### src/rtl/i2c_tgt_pkg.sv
package i2c_tgt_pkg;
  typedef enum logic [3:0] {
    ST_IDLE,
    ST_ADDR,
    ST_ADDR_ACK,
    ST_CMD,
    ST_CMD_ACK,
    ST_WDATA,
    ST_WDATA_ACK,
    ST_RDATA,
    ST_RDATA_ACK,
    ST_SKIP
  } tgt_state_e;
endpackage

### src/rtl/i2c_line_sync.sv
module i2c_line_sync #(
  parameter int SYNC_STAGES = 2
) (
  input  logic clk_i,
  input  logic rst_ni,
  input  logic scl_i,
  input  logic sda_i,
  output logic sda_o,
  output logic scl_rise_o,
  output logic scl_fall_o,
  output logic start_o,
  output logic stop_o
);
  localparam int SH_W = SYNC_STAGES + 1;

  logic [SH_W-1:0] scl_sh, sda_sh;
  logic scl_s, scl_p, sda_s, sda_p;

  always_ff @(posedge clk_i or negedge rst_ni) begin
    if (!rst_ni) begin
      scl_sh <= '1;
      sda_sh <= '1;
    end else begin
      scl_sh <= {scl_sh[SH_W-2:0], scl_i};
      sda_sh <= {sda_sh[SH_W-2:0], sda_i};
    end
  end

  assign scl_s = scl_sh[SYNC_STAGES-1];
  assign scl_p = scl_sh[SYNC_STAGES];
  assign sda_s = sda_sh[SYNC_STAGES-1];
  assign sda_p = sda_sh[SYNC_STAGES];

  assign sda_o      = sda_s;
  assign scl_rise_o = scl_s & ~scl_p;
  assign scl_fall_o = ~scl_s & scl_p;
  assign start_o    = scl_s & scl_p & sda_p & ~sda_s;
  assign stop_o     = scl_s & scl_p & ~sda_p & sda_s;
endmodule

### src/rtl/i2c_ptr_unit.sv
module i2c_ptr_unit #(
  parameter int AW = 7
) (
  input  logic          clk_i,
  input  logic          rst_ni,
  input  logic          load_i,
  input  logic [AW-1:0] load_val_i,
  input  logic          step_i,
  output logic [AW-1:0] ptr_o
);
  localparam logic [AW-1:0] PTR_TOP = '1;

  logic [AW-1:0] ptr_q;

  always_ff @(posedge clk_i or negedge rst_ni) begin
    if (!rst_ni) begin
      ptr_q <= '0;
    end else if (load_i) begin
      ptr_q <= load_val_i;
    end else if (step_i && ptr_q != PTR_TOP) begin
      ptr_q <= ptr_q + 1'b1;
    end
  end

  assign ptr_o = ptr_q;
endmodule

### src/rtl/i2c_tgt_fsm.sv
module i2c_tgt_fsm
  import i2c_tgt_pkg::*;
#(
  parameter int              AW      = 7,
  parameter int              DW      = 8,
  parameter int              STRAP_W = 4,
  parameter logic [AW-STRAP_W-1:0] ADDR_HI = 3'b100
) (
  input  logic               clk_i,
  input  logic               rst_ni,
  input  logic [STRAP_W-1:0] strap_i,
  input  logic               sda_s_i,
  input  logic               scl_rise_i,
  input  logic               scl_fall_i,
  input  logic               start_i,
  input  logic               stop_i,
  input  logic [DW-1:0]      rdata_i,
  output logic               sda_oe_o,
  output logic               we_o,
  output logic [DW-1:0]      wdata_o,
  output logic               ptr_load_o,
  output logic [AW-1:0]      ptr_load_val_o,
  output logic               ptr_step_o
);
  localparam int CNT_W = $clog2(DW + 1);
  localparam logic [CNT_W-1:0] CNT_FULL = CNT_W'(DW);
  localparam logic [CNT_W-1:0] CNT_LAST = CNT_W'(DW - 1);

  tgt_state_e       st_q;
  logic [CNT_W-1:0] cnt_q;
  logic [DW-1:0]    rx_q, tx_q;
  logic [AW-1:0]    cmd_q;
  logic             pend_q, rw_q, nack_q;
  logic             rx_phase;

  assign rx_phase = (st_q == ST_ADDR) || (st_q == ST_CMD) || (st_q == ST_WDATA);

  always_ff @(posedge clk_i or negedge rst_ni) begin
    if (!rst_ni) begin
      st_q   <= ST_IDLE;
      cnt_q  <= '0;
      rx_q   <= '0;
      tx_q   <= '0;
      cmd_q  <= '0;
      pend_q <= 1'b0;
      rw_q   <= 1'b0;
      nack_q <= 1'b0;
    end else begin
      if (ptr_load_o) pend_q <= 1'b0;
      if (start_i) begin
        st_q  <= ST_ADDR;
        cnt_q <= '0;
      end else if (stop_i) begin
        st_q <= ST_IDLE;
      end else if (rx_phase && scl_rise_i) begin
        rx_q  <= {rx_q[DW-2:0], sda_s_i};
        cnt_q <= cnt_q + 1'b1;
      end else if (rx_phase && scl_fall_i && cnt_q == CNT_FULL) begin
        unique case (st_q)
          ST_ADDR: begin
            rw_q <= rx_q[0];
            st_q <= (rx_q[DW-1:1] == {ADDR_HI, strap_i}) ? ST_ADDR_ACK : ST_SKIP;
          end
          ST_CMD:  st_q <= ST_CMD_ACK;
          default: st_q <= ST_WDATA_ACK;
        endcase
      end else begin
        unique case (st_q)
          ST_ADDR_ACK: if (scl_fall_i) begin
            cnt_q <= '0;
            if (rw_q) begin
              st_q <= ST_RDATA;
              tx_q <= rdata_i;
            end else begin
              st_q <= ST_CMD;
            end
          end
          ST_CMD_ACK: begin
            if (scl_rise_i) begin
              cmd_q  <= rx_q[AW-1:0];  // command MSB dropped
              pend_q <= 1'b1;
            end
            if (scl_fall_i) begin
              st_q  <= ST_WDATA;
              cnt_q <= '0;
            end
          end
          ST_WDATA_ACK: if (scl_fall_i) begin
            st_q  <= ST_WDATA;
            cnt_q <= '0;
          end
          ST_RDATA: if (scl_fall_i) begin
            if (cnt_q == CNT_LAST) begin
              st_q <= ST_RDATA_ACK;
            end else begin
              tx_q  <= {tx_q[DW-2:0], 1'b0};
              cnt_q <= cnt_q + 1'b1;
            end
          end
          ST_RDATA_ACK: begin
            if (scl_rise_i) nack_q <= sda_s_i;
            if (scl_fall_i) begin
              if (nack_q) begin
                st_q <= ST_SKIP;
              end else begin
                st_q  <= ST_RDATA;
                tx_q  <= rdata_i;
                cnt_q <= '0;
              end
            end
          end
          default: ;
        endcase
      end
    end
  end

  // a pending command lands on STOP, repeated START, or the first data bit
  assign ptr_load_o     = pend_q & (start_i | stop_i |
                          (st_q == ST_WDATA && scl_rise_i && cnt_q == '0));
  assign ptr_load_val_o = cmd_q;
  assign ptr_step_o     = scl_rise_i & ((st_q == ST_WDATA_ACK) | (st_q == ST_RDATA_ACK));
  assign we_o           = scl_rise_i & (st_q == ST_WDATA_ACK);
  assign wdata_o        = rx_q;

  always_comb begin
    unique case (st_q)
      ST_ADDR_ACK, ST_CMD_ACK, ST_WDATA_ACK: sda_oe_o = 1'b1;
      ST_RDATA:                              sda_oe_o = ~tx_q[DW-1];
      default:                               sda_oe_o = 1'b0;
    endcase
  end
endmodule

### src/rtl/i2c_reg_target.sv
module i2c_reg_target #(
  parameter int              AW      = 7,
  parameter int              DW      = 8,
  parameter int              STRAP_W = 4,
  parameter logic [AW-STRAP_W-1:0] ADDR_HI = 3'b100
) (
  input  logic               clk_i,
  input  logic               rst_ni,
  input  logic [STRAP_W-1:0] strap_i,
  input  logic               scl_i,
  input  logic               sda_i,
  output logic               sda_oe_o,
  output logic [AW-1:0]      reg_addr_o,
  output logic [DW-1:0]      reg_wdata_o,
  output logic               reg_we_o,
  input  logic [DW-1:0]      reg_rdata_i
);
  logic sda_s, scl_rise, scl_fall, start, stop;
  logic ptr_load, ptr_step;
  logic [AW-1:0] ptr_load_val;

  i2c_line_sync #(.SYNC_STAGES(2)) u_sync (
    .clk_i      (clk_i),
    .rst_ni     (rst_ni),
    .scl_i      (scl_i),
    .sda_i      (sda_i),
    .sda_o      (sda_s),
    .scl_rise_o (scl_rise),
    .scl_fall_o (scl_fall),
    .start_o    (start),
    .stop_o     (stop)
  );

  i2c_tgt_fsm #(.AW(AW), .DW(DW), .STRAP_W(STRAP_W), .ADDR_HI(ADDR_HI)) u_fsm (
    .clk_i          (clk_i),
    .rst_ni         (rst_ni),
    .strap_i        (strap_i),
    .sda_s_i        (sda_s),
    .scl_rise_i     (scl_rise),
    .scl_fall_i     (scl_fall),
    .start_i        (start),
    .stop_i         (stop),
    .rdata_i        (reg_rdata_i),
    .sda_oe_o       (sda_oe_o),
    .we_o           (reg_we_o),
    .wdata_o        (reg_wdata_o),
    .ptr_load_o     (ptr_load),
    .ptr_load_val_o (ptr_load_val),
    .ptr_step_o     (ptr_step)
  );

  i2c_ptr_unit #(.AW(AW)) u_ptr (
    .clk_i      (clk_i),
    .rst_ni     (rst_ni),
    .load_i     (ptr_load),
    .load_val_i (ptr_load_val),
    .step_i     (ptr_step),
    .ptr_o      (reg_addr_o)
  );
endmodule

### config.mk
export PLATFORM = sky130hd
export DESIGN_NAME = i2c_reg_target
export DESIGN_NICKNAME = d
export VERILOG_FILES = /design/src/rtl/i2c_tgt_pkg.sv /design/src/rtl/i2c_line_sync.sv /design/src/rtl/i2c_ptr_unit.sv /design/src/rtl/i2c_tgt_fsm.sv /design/src/rtl/i2c_reg_target.sv
export SDC_FILE = /design/constraint.sdc
export NUM_CORES = 1
export LEC_CHECK = 0
export BUFFER_PORTS_ARGS = -buffer_cell sky130_fd_sc_hd__buf_2
export CAP_MARGIN = 20
export CORE_MARGIN = 2
export CORE_UTILIZATION = 30
export CTS_CLUSTER_DIAMETER = 30
export DETAILED_ROUTE_END_ITERATION = 12
export GPL_ROUTABILITY_DRIVEN = 0
export MAX_ROUTING_LAYER = met4
export PLACE_DENSITY = 0.58
export SLEW_MARGIN = 20
export SYNTH_ARGS = -nofsm -noshare
export SYNTH_HDL_FRONTEND = slang
export SYNTH_SLANG_ARGS = --single-unit
### constraint.sdc
create_clock -name clk_i -period 5.3 [get_ports clk_i]
set_clock_uncertainty 0.05 [all_clocks]
set_input_delay 1.59 -clock clk_i [delete_from_list [all_inputs] [get_ports clk_i]]
set_output_delay 1.59 -clock clk_i [all_outputs]
set_load 0.05 [all_outputs]
==> results of run 1 <==
==> registers in the layout (all words and copies together), names as in the netlist <==
signal,count
u_fsm.cnt_q,4
u_fsm.nack_q,1
u_fsm.pend_q,1
u_fsm.ptr_load_val_o,7
u_fsm.rw_q,1
u_fsm.st_q,4
u_fsm.tx_q,8
u_fsm.wdata_o,8
u_ptr.ptr_o,7
u_sync.scl_sh,3
u_sync.sda_sh,3
==> metrics by stage <==
stage | setup WS [ns] | cell area, um2 | total power, mW
global route | 1.91 | 2830 | 1.04
finish | 2.05 | 2830 | 0.987
CTS | 2.02 | 2830 | 1.00
global placement | 2.42 | 2740 | 0.774
floorplan | 2.23 | 2490 | 0.695
detailed placement | 2.36 | 2740 | 0.778
==> final timing paths <==
check | start | endpoint | cells after the start
max in group asynchronous | rst_ni | u_fsm.tx_q[5]$_DFFE_PN0P_ | 2
worst max register to register | u_fsm.st_q[0]$_DFFE_PN0P_ | u_fsm.cnt_q[1]$_DFFE_PN0P_ | 4
min in group asynchronous | rst_ni | u_fsm.ptr_load_val_o[1]$_DFFE_PN0P_ | 2
worst min register to register | u_sync.sda_sh[0]$_DFF_PN1_ | u_sync.sda_sh[1]$_DFF_PN1_ | 0
worst max-delay path | u_fsm.st_q[2]$_DFFE_PN0P_ | sda_oe_o | 5
worst min-delay path | u_sync.sda_sh[0]$_DFF_PN1_ | u_sync.sda_sh[1]$_DFF_PN1_ | 0
==> power by group through the flow <==
stage	registers (mW)	logic, mW	clock network (mW)
3_5_place_dp	0.488	0.290	0
6_report	0.480	0.289	0.218
3_3_place_gp	0.487	0.288	0
4_1_cts	0.481	0.291	0.229
5_1_grt	0.491	0.308	0.241
2_1_floorplan	0.563	0.132	0
==> layout make-up <==
cell class,instances,area [um2]
multi-input combinational,171,1230
clock buffer,5,68.8
sequential,47,1180
tap,105,131
clock inverter,3,18.8
inverter,7,26.3
fill,840,5310
timing repair buffer,33,168
==> kinds of logic (layout without fill, tap and decap cells) <==
group	Yosys count	after routing
XOR/XNOR	6	6
AO/OA/AOI/OAI	67	67
adder cells (fa/ha/maj)	3	3
multiplexers	22	22
flip-flops	47	47
buffers and inverters	16	48
AND/OR/NAND/NOR	73	73
==> routing by layer <==
layer	track usage, %	wire length, um	vias up	part of all wire [%]
met1	18.4	2690	949	50
met3	2.21	182	14	3.4
met2	18.1	2360	47	44
li1	-	-	934	-
met5	-	0	-	0
met4	6.04	182	0	3.4
==> synth_stat cells, drive strengths merged, types with 2 or more instances <==
cell type   n
a211oi      2
a21boi      2
a21o        2
a21oi      10
a221o       3
a311oi      2
a31oi       7
a41o        2
a41oi       7
and2        2
and4b       2
buf         7
clkbuf      2
dfrtp      41
dfstp       6
ha          3
inv         7
mux2       19
mux2i       3
nand2      34
nand3       5
nand3b      2
nor2       12
nor2b       2
nor3b       4
o211a       2
o21ai      16
o311ai      2
or2         2
or3         2
xnor2       6
==> results.json, run 1 <==
{
  "outcome": "complete, no violations",
  "timing.final.crit_share_pct": 61.3,
  "synth_compound_area_share_pct": 20.0,
  "setup_viol": 0,
  "synthSimpleGateAreaFrac_pct": 15.8,
  "syn_inst": 234,
  "layout.nets": 284,
  "critPathBufInv": 2,
  "yosys_register_bits": 47,
  "final_cell_mix": "dfrtp_1 (41), nand2_1 (34), buf_2 (32)",
  "powerDensity_mw_per_mm2": 349,
  "tightest_slew_ns": 0.616,
  "finalCoreUtilization_pct": 34.8,
  "hold_violations": 0,
  "antenna_found_initial": 0,
  "path_cells": "inv_1 > o21ai_0 > a2bb2oi_1 > nor2_1 > buf_2",
  "final_common_cell": "dfrtp_1",
  "drtIter0Drc": 152,
  "n_antenna_cell": 0,
  "start_util_pct": 30.7,
  "setup_tns_ns": 0,
  "hpwlAfterDp_um": 3800,
  "switching_share_pct": 38.4,
  "grt_pass1_vias": 1829,
  "synth_edf_count": 0,
  "worst_skew_pair.late_latency_ns": 0.30,
  "critPathRequiredTime_ns": 3.66,
  "cp_slowest_cell": "dfrtp_1",
  "r2r_setup_slack_ns": 2.86,
  "cts_resized": 0,
  "ant_nets": 0,
  "fin_crit_ns": 3.25,
  "avgSynthCellArea_um2": 10.7,
  "dpl.cell_count": 363,
  "post_cts_buffers": 0,
  "synth.area.top_cells": "dfrtp_1 (41%), mux2_2 (7.7%), dfstp_2 (6.3%)",
  "grtUsageTotal_pct": 13.0,
  "viasPerCell": 5.24,
  "cts_num_sinks": 47,
  "slew_headroom_pct": 58.9,
  "drt_first_pass_iters": 4,
  "synth_area_leader_cell": "dfrtp_1",
  "clkPwrFrac_pct": 22.1,
  "syn-num-nets": 253,
  "holdBufCountCts": 0,
  "wirelength_um": 5420,
  "ctsHtreeMaxLevel": 2,
  "holdWs_ns": 0.309,
  "path_class": "flip-flop to output pin",
  "cp-start-kind": "flip-flop",
  "stdcell_count": 371,
  "drc_errors": 0,
  "synth_cell_type_count": 55,
  "clockBufferDepth": 2,
  "synth_area_mm2": 0.00249,
  "cts_tree": "done",
  "async_flop_share_pct": 100,
  "die_h_um": 95.2,
  "combPwrFrac_pct": 29.3,
  "rows": 33,
  "portBuffers": 32,
  "rsz0062_at_grt": "false",
  "ios": 33,
  "synth-xor-area-share_pct": 2.11,
  "cts_buffers": 5,
  "wire_per_inst_um": 14.6,
  "ys_warn_count": 0,
  "synthMuxAreaShare_pct": 10.1,
  "fp.coreArea_mm2": 0.00813,
  "maxSlewViolCount": 0,
  "crit_arrival_ns": 1.61,
  "synth_top_family_by_area": "compound AO/OA/AOI/OAI gates",
  "peakVddDrop_v": 0.000175,
  "yosys.area_share.adder_pct": 1.51,
  "synthToLayoutAreaGrowth_pct": 13.4,
  "path_max_fanout": 9,
  "p_sw_mw": 0.379,
  "fmax_mhz": 308,
  "vias": 1944,
  "power_frac_seq_pct": 48.6,
  "p_int_mw": 0.608,
  "worst_setup_path_end_kind": "output pin",
  "synth_top_area_share_pct": 41.1,
  "cts_root_buf": "clkbuf_8",
  "die_w_um": 95.2,
  "drive_above_1_share_pct": 29.7,
  "cap_violations": 0,
  "worst_path_dominant_cell_family": "flip-flops",
  "synth_seq_area_share_pct": 47.5,
  "hold_class": "flip-flop to flip-flop",
  "grt_start_max_net_pins": 48,
  "cpPeakStageDelay_ns": 0.51,
  "overflow": 0,
  "grt_first_pass_wirelength_um": 9020,
  "p_leak_nw": 1.24,
  "path_clk_slew_ns": 0.09,
  "synth_flop_cell": "dfrtp_1",
  "dieArea_mm2": 0.00906
}
Power figures use the tool's default switching activity.
==> run 2, diff against run 1 <==
--- a/config.mk
+++ b/config.mk
@@ -13,7 +13,7 @@
 export DETAILED_ROUTE_END_ITERATION = 12
 export GPL_ROUTABILITY_DRIVEN = 0
 export MAX_ROUTING_LAYER = met4
-export PLACE_DENSITY = 0.58
+export PLACE_DENSITY = 0.6
 export SLEW_MARGIN = 20
 export SYNTH_ARGS = -nofsm -noshare
 export SYNTH_HDL_FRONTEND = slang
==> constraint.sdc (replaced) <==
create_clock -name clk_i -period 2.9 [get_ports clk_i]
set_clock_uncertainty 0.05 [all_clocks]
set_input_delay 0.87 -clock clk_i [delete_from_list [all_inputs] [get_ports clk_i]]
set_output_delay 0.87 -clock clk_i [all_outputs]
set_load 0.05 [all_outputs]
==> results.json, run 2 (synthesis gave the netlist of run 1 again) <==
{
  "p_total_mw": 1.82,
  "ctsHtreeMaxLevel": 2,
  "final_cell_mix": "dfrtp_1 (41), nand2_1 (34), buf_2 (32)",
  "r2r-start": "u_fsm.st_q[3]$_DFFE_PN0P_",
  "cts_num_sinks": 47,
  "clockBufferDepth": 2,
  "design_area_mm2": 0.00285,
  "setup_tns_ns": 0,
  "fin_ws_ns": 0.252,
  "drive_above_1_share_pct": 30.1,
  "start_util_pct": 30.7,
  "path_clk_slew_ns": 0.09,
  "layout.nets": 287,
  "n_antenna_cell": 0,
  "rows": 33,
  "drt_first_pass_iters": 4,
  "hold_violations": 0,
  "worst_setup_path_end_kind": "output pin",
  "holdBufCountCts": 0,
  "tightest_slew_ns": 0.637,
  "dieArea_mm2": 0.00906,
  "holdPathStages": 0,
  "worst_skew_pair.late_latency_ns": 0.31,
  "die_h_um": 95.2,
  "viasPerCell": 5.28,
  "r2r_end": "u_fsm.st_q[0]$_DFFE_PN0P_",
  "drc_errors": 0,
  "min-delay-start": "u_sync.sda_sh[0]$_DFF_PN1_",
  "maxSlewViolCount": 0,
  "portBuffers": 32,
  "vias": 1975,
  "dpl.cell_count": 366,
  "place_area_mm2": 0.00276,
  "synthToLayoutAreaGrowth_pct": 14.4,
  "ios": 33,
  "rsz0062_at_grt": "false",
  "ant_nets": 0,
  "wire_per_inst_um": 15.0,
  "crit_arrival_ns": 1.73,
  "grt_first_pass_wirelength_um": 9600,
  "cts_root_buf": "clkbuf_8",
  "drtIter0Drc": 103,
  "outcome": "complete, no violations",
  "slew_headroom_pct": 57.4,
  "final_common_cell": "dfrtp_1",
  "hold_class": "flip-flop to flip-flop",
  "r2r_cells": 5,
  "hpwlAfterDp_um": 4140,
  "cap_violations": 0,
  "stdcell_count": 374,
  "cp-start-kind": "flip-flop",
  "antenna_found_initial": 0,
  "cts_buffers": 5,
  "overflow": 0,
  "cts_tree": "done",
  "p_leak_nw": 1.25,
  "grt_pass1_vias": 1959,
  "timing.final.crit_share_pct": 91.3,
  "path_class": "flip-flop to output pin",
  "critPathRequiredTime_ns": 1.98,
  "grtUsageTotal_pct": 13.9,
  "path_max_fanout": 9,
  "setup_viol": 0,
  "cts_resized": 0,
  "post-place-ws_ns": 0.585,
  "hold_end": "u_sync.sda_sh[1]$_DFF_PN1_",
  "fin_crit_ns": 2.65,
  "fp.coreArea_mm2": 0.00813,
  "peakVddDrop_v": 0.000403,
  "wirelength_um": 5620,
  "fmax_mhz": 378,
  "r2r_setup_slack_ns": 0.58,
  "die_w_um": 95.2,
  "post_cts_buffers": 0,
  "powerDensity_mw_per_mm2": 640,
  "grt_start_max_net_pins": 19
}
## run 2: cell types whose count changed in the layout (fill, tap and decap cells not counted)
cell / before / now
buf_4: 1 / 4
clkbuf_1: 0 / 1
clkinv_2: 2 / 0
clkinvlp_4: 0 / 1
## run 2: how the worst max path moves through the flow
stage | to | from | depth (start not counted)
after floorplan | sda_oe_o | u_fsm.st_q[2]$_DFFE_PN0P_ | 5
after global placement | u_fsm.st_q[0]$_DFFE_PN0P_ | u_fsm.st_q[3]$_DFFE_PN0P_ | 5
after detailed placement | u_fsm.st_q[0]$_DFFE_PN0P_ | u_fsm.st_q[3]$_DFFE_PN0P_ | 5
after CTS | sda_oe_o | u_fsm.st_q[2]$_DFFE_PN0P_ | 5
after global routing | sda_oe_o | u_fsm.st_q[2]$_DFFE_PN0P_ | 5
final | sda_oe_o | u_fsm.st_q[2]$_DFFE_PN0P_ | 5
## run 2: worst max-delay path, cell delays in order (launching register included)
cell       delay (ns)
dfrtp_1          0.54
inv_1            0.16
o21ai_0          0.21
a2bb2oi_1        0.09
nor2_1           0.14
buf_2            0.28
## run 2: layout make-up
class                           instances  area [um2]
Tap cell                              105         131
Clock buffer                            6        72.6
Timing Repair Buffer                   36         190
Clock inverter                          2        16.3
Multi-Input combinational cell        171        1230
Inverter                                7        26.3
Sequential cell                        47        1180
Fill cell                             823        5280
## run 2: metal layers
layer  up-vias  track usage, %  part of all wire (%)
li1        935               -                     -
met1       988            18.7                    47
met2        47            20.9                    49
met3         5            2.29                   3.5
met4         0            5.31                   1.1
met5         -               -                     0
## run 2: report_power, final
| group | internal, mW | switching, mW | total [mW] |
|---|---|---|---|
| sequential | 0.755 | 0.132 | 0.887 |
| combinational | 0.187 | 0.338 | 0.526 |
| clock | 0.174 | 0.238 | 0.412 |
| total | 1.12 | 0.709 | 1.82 |
## run 2: stage by stage
| step | hold slack (ns) | utilization, % |
|---|---|---|
| after detailed placement | 0.298 | 34.0 |
| after floorplan | 0.295 | - |
| after global routing | 0.313 | 35.1 |
| after CTS | 0.311 | 35.1 |
| after global placement | 0.296 | 34.0 |
| final | 0.309 | 35.1 |
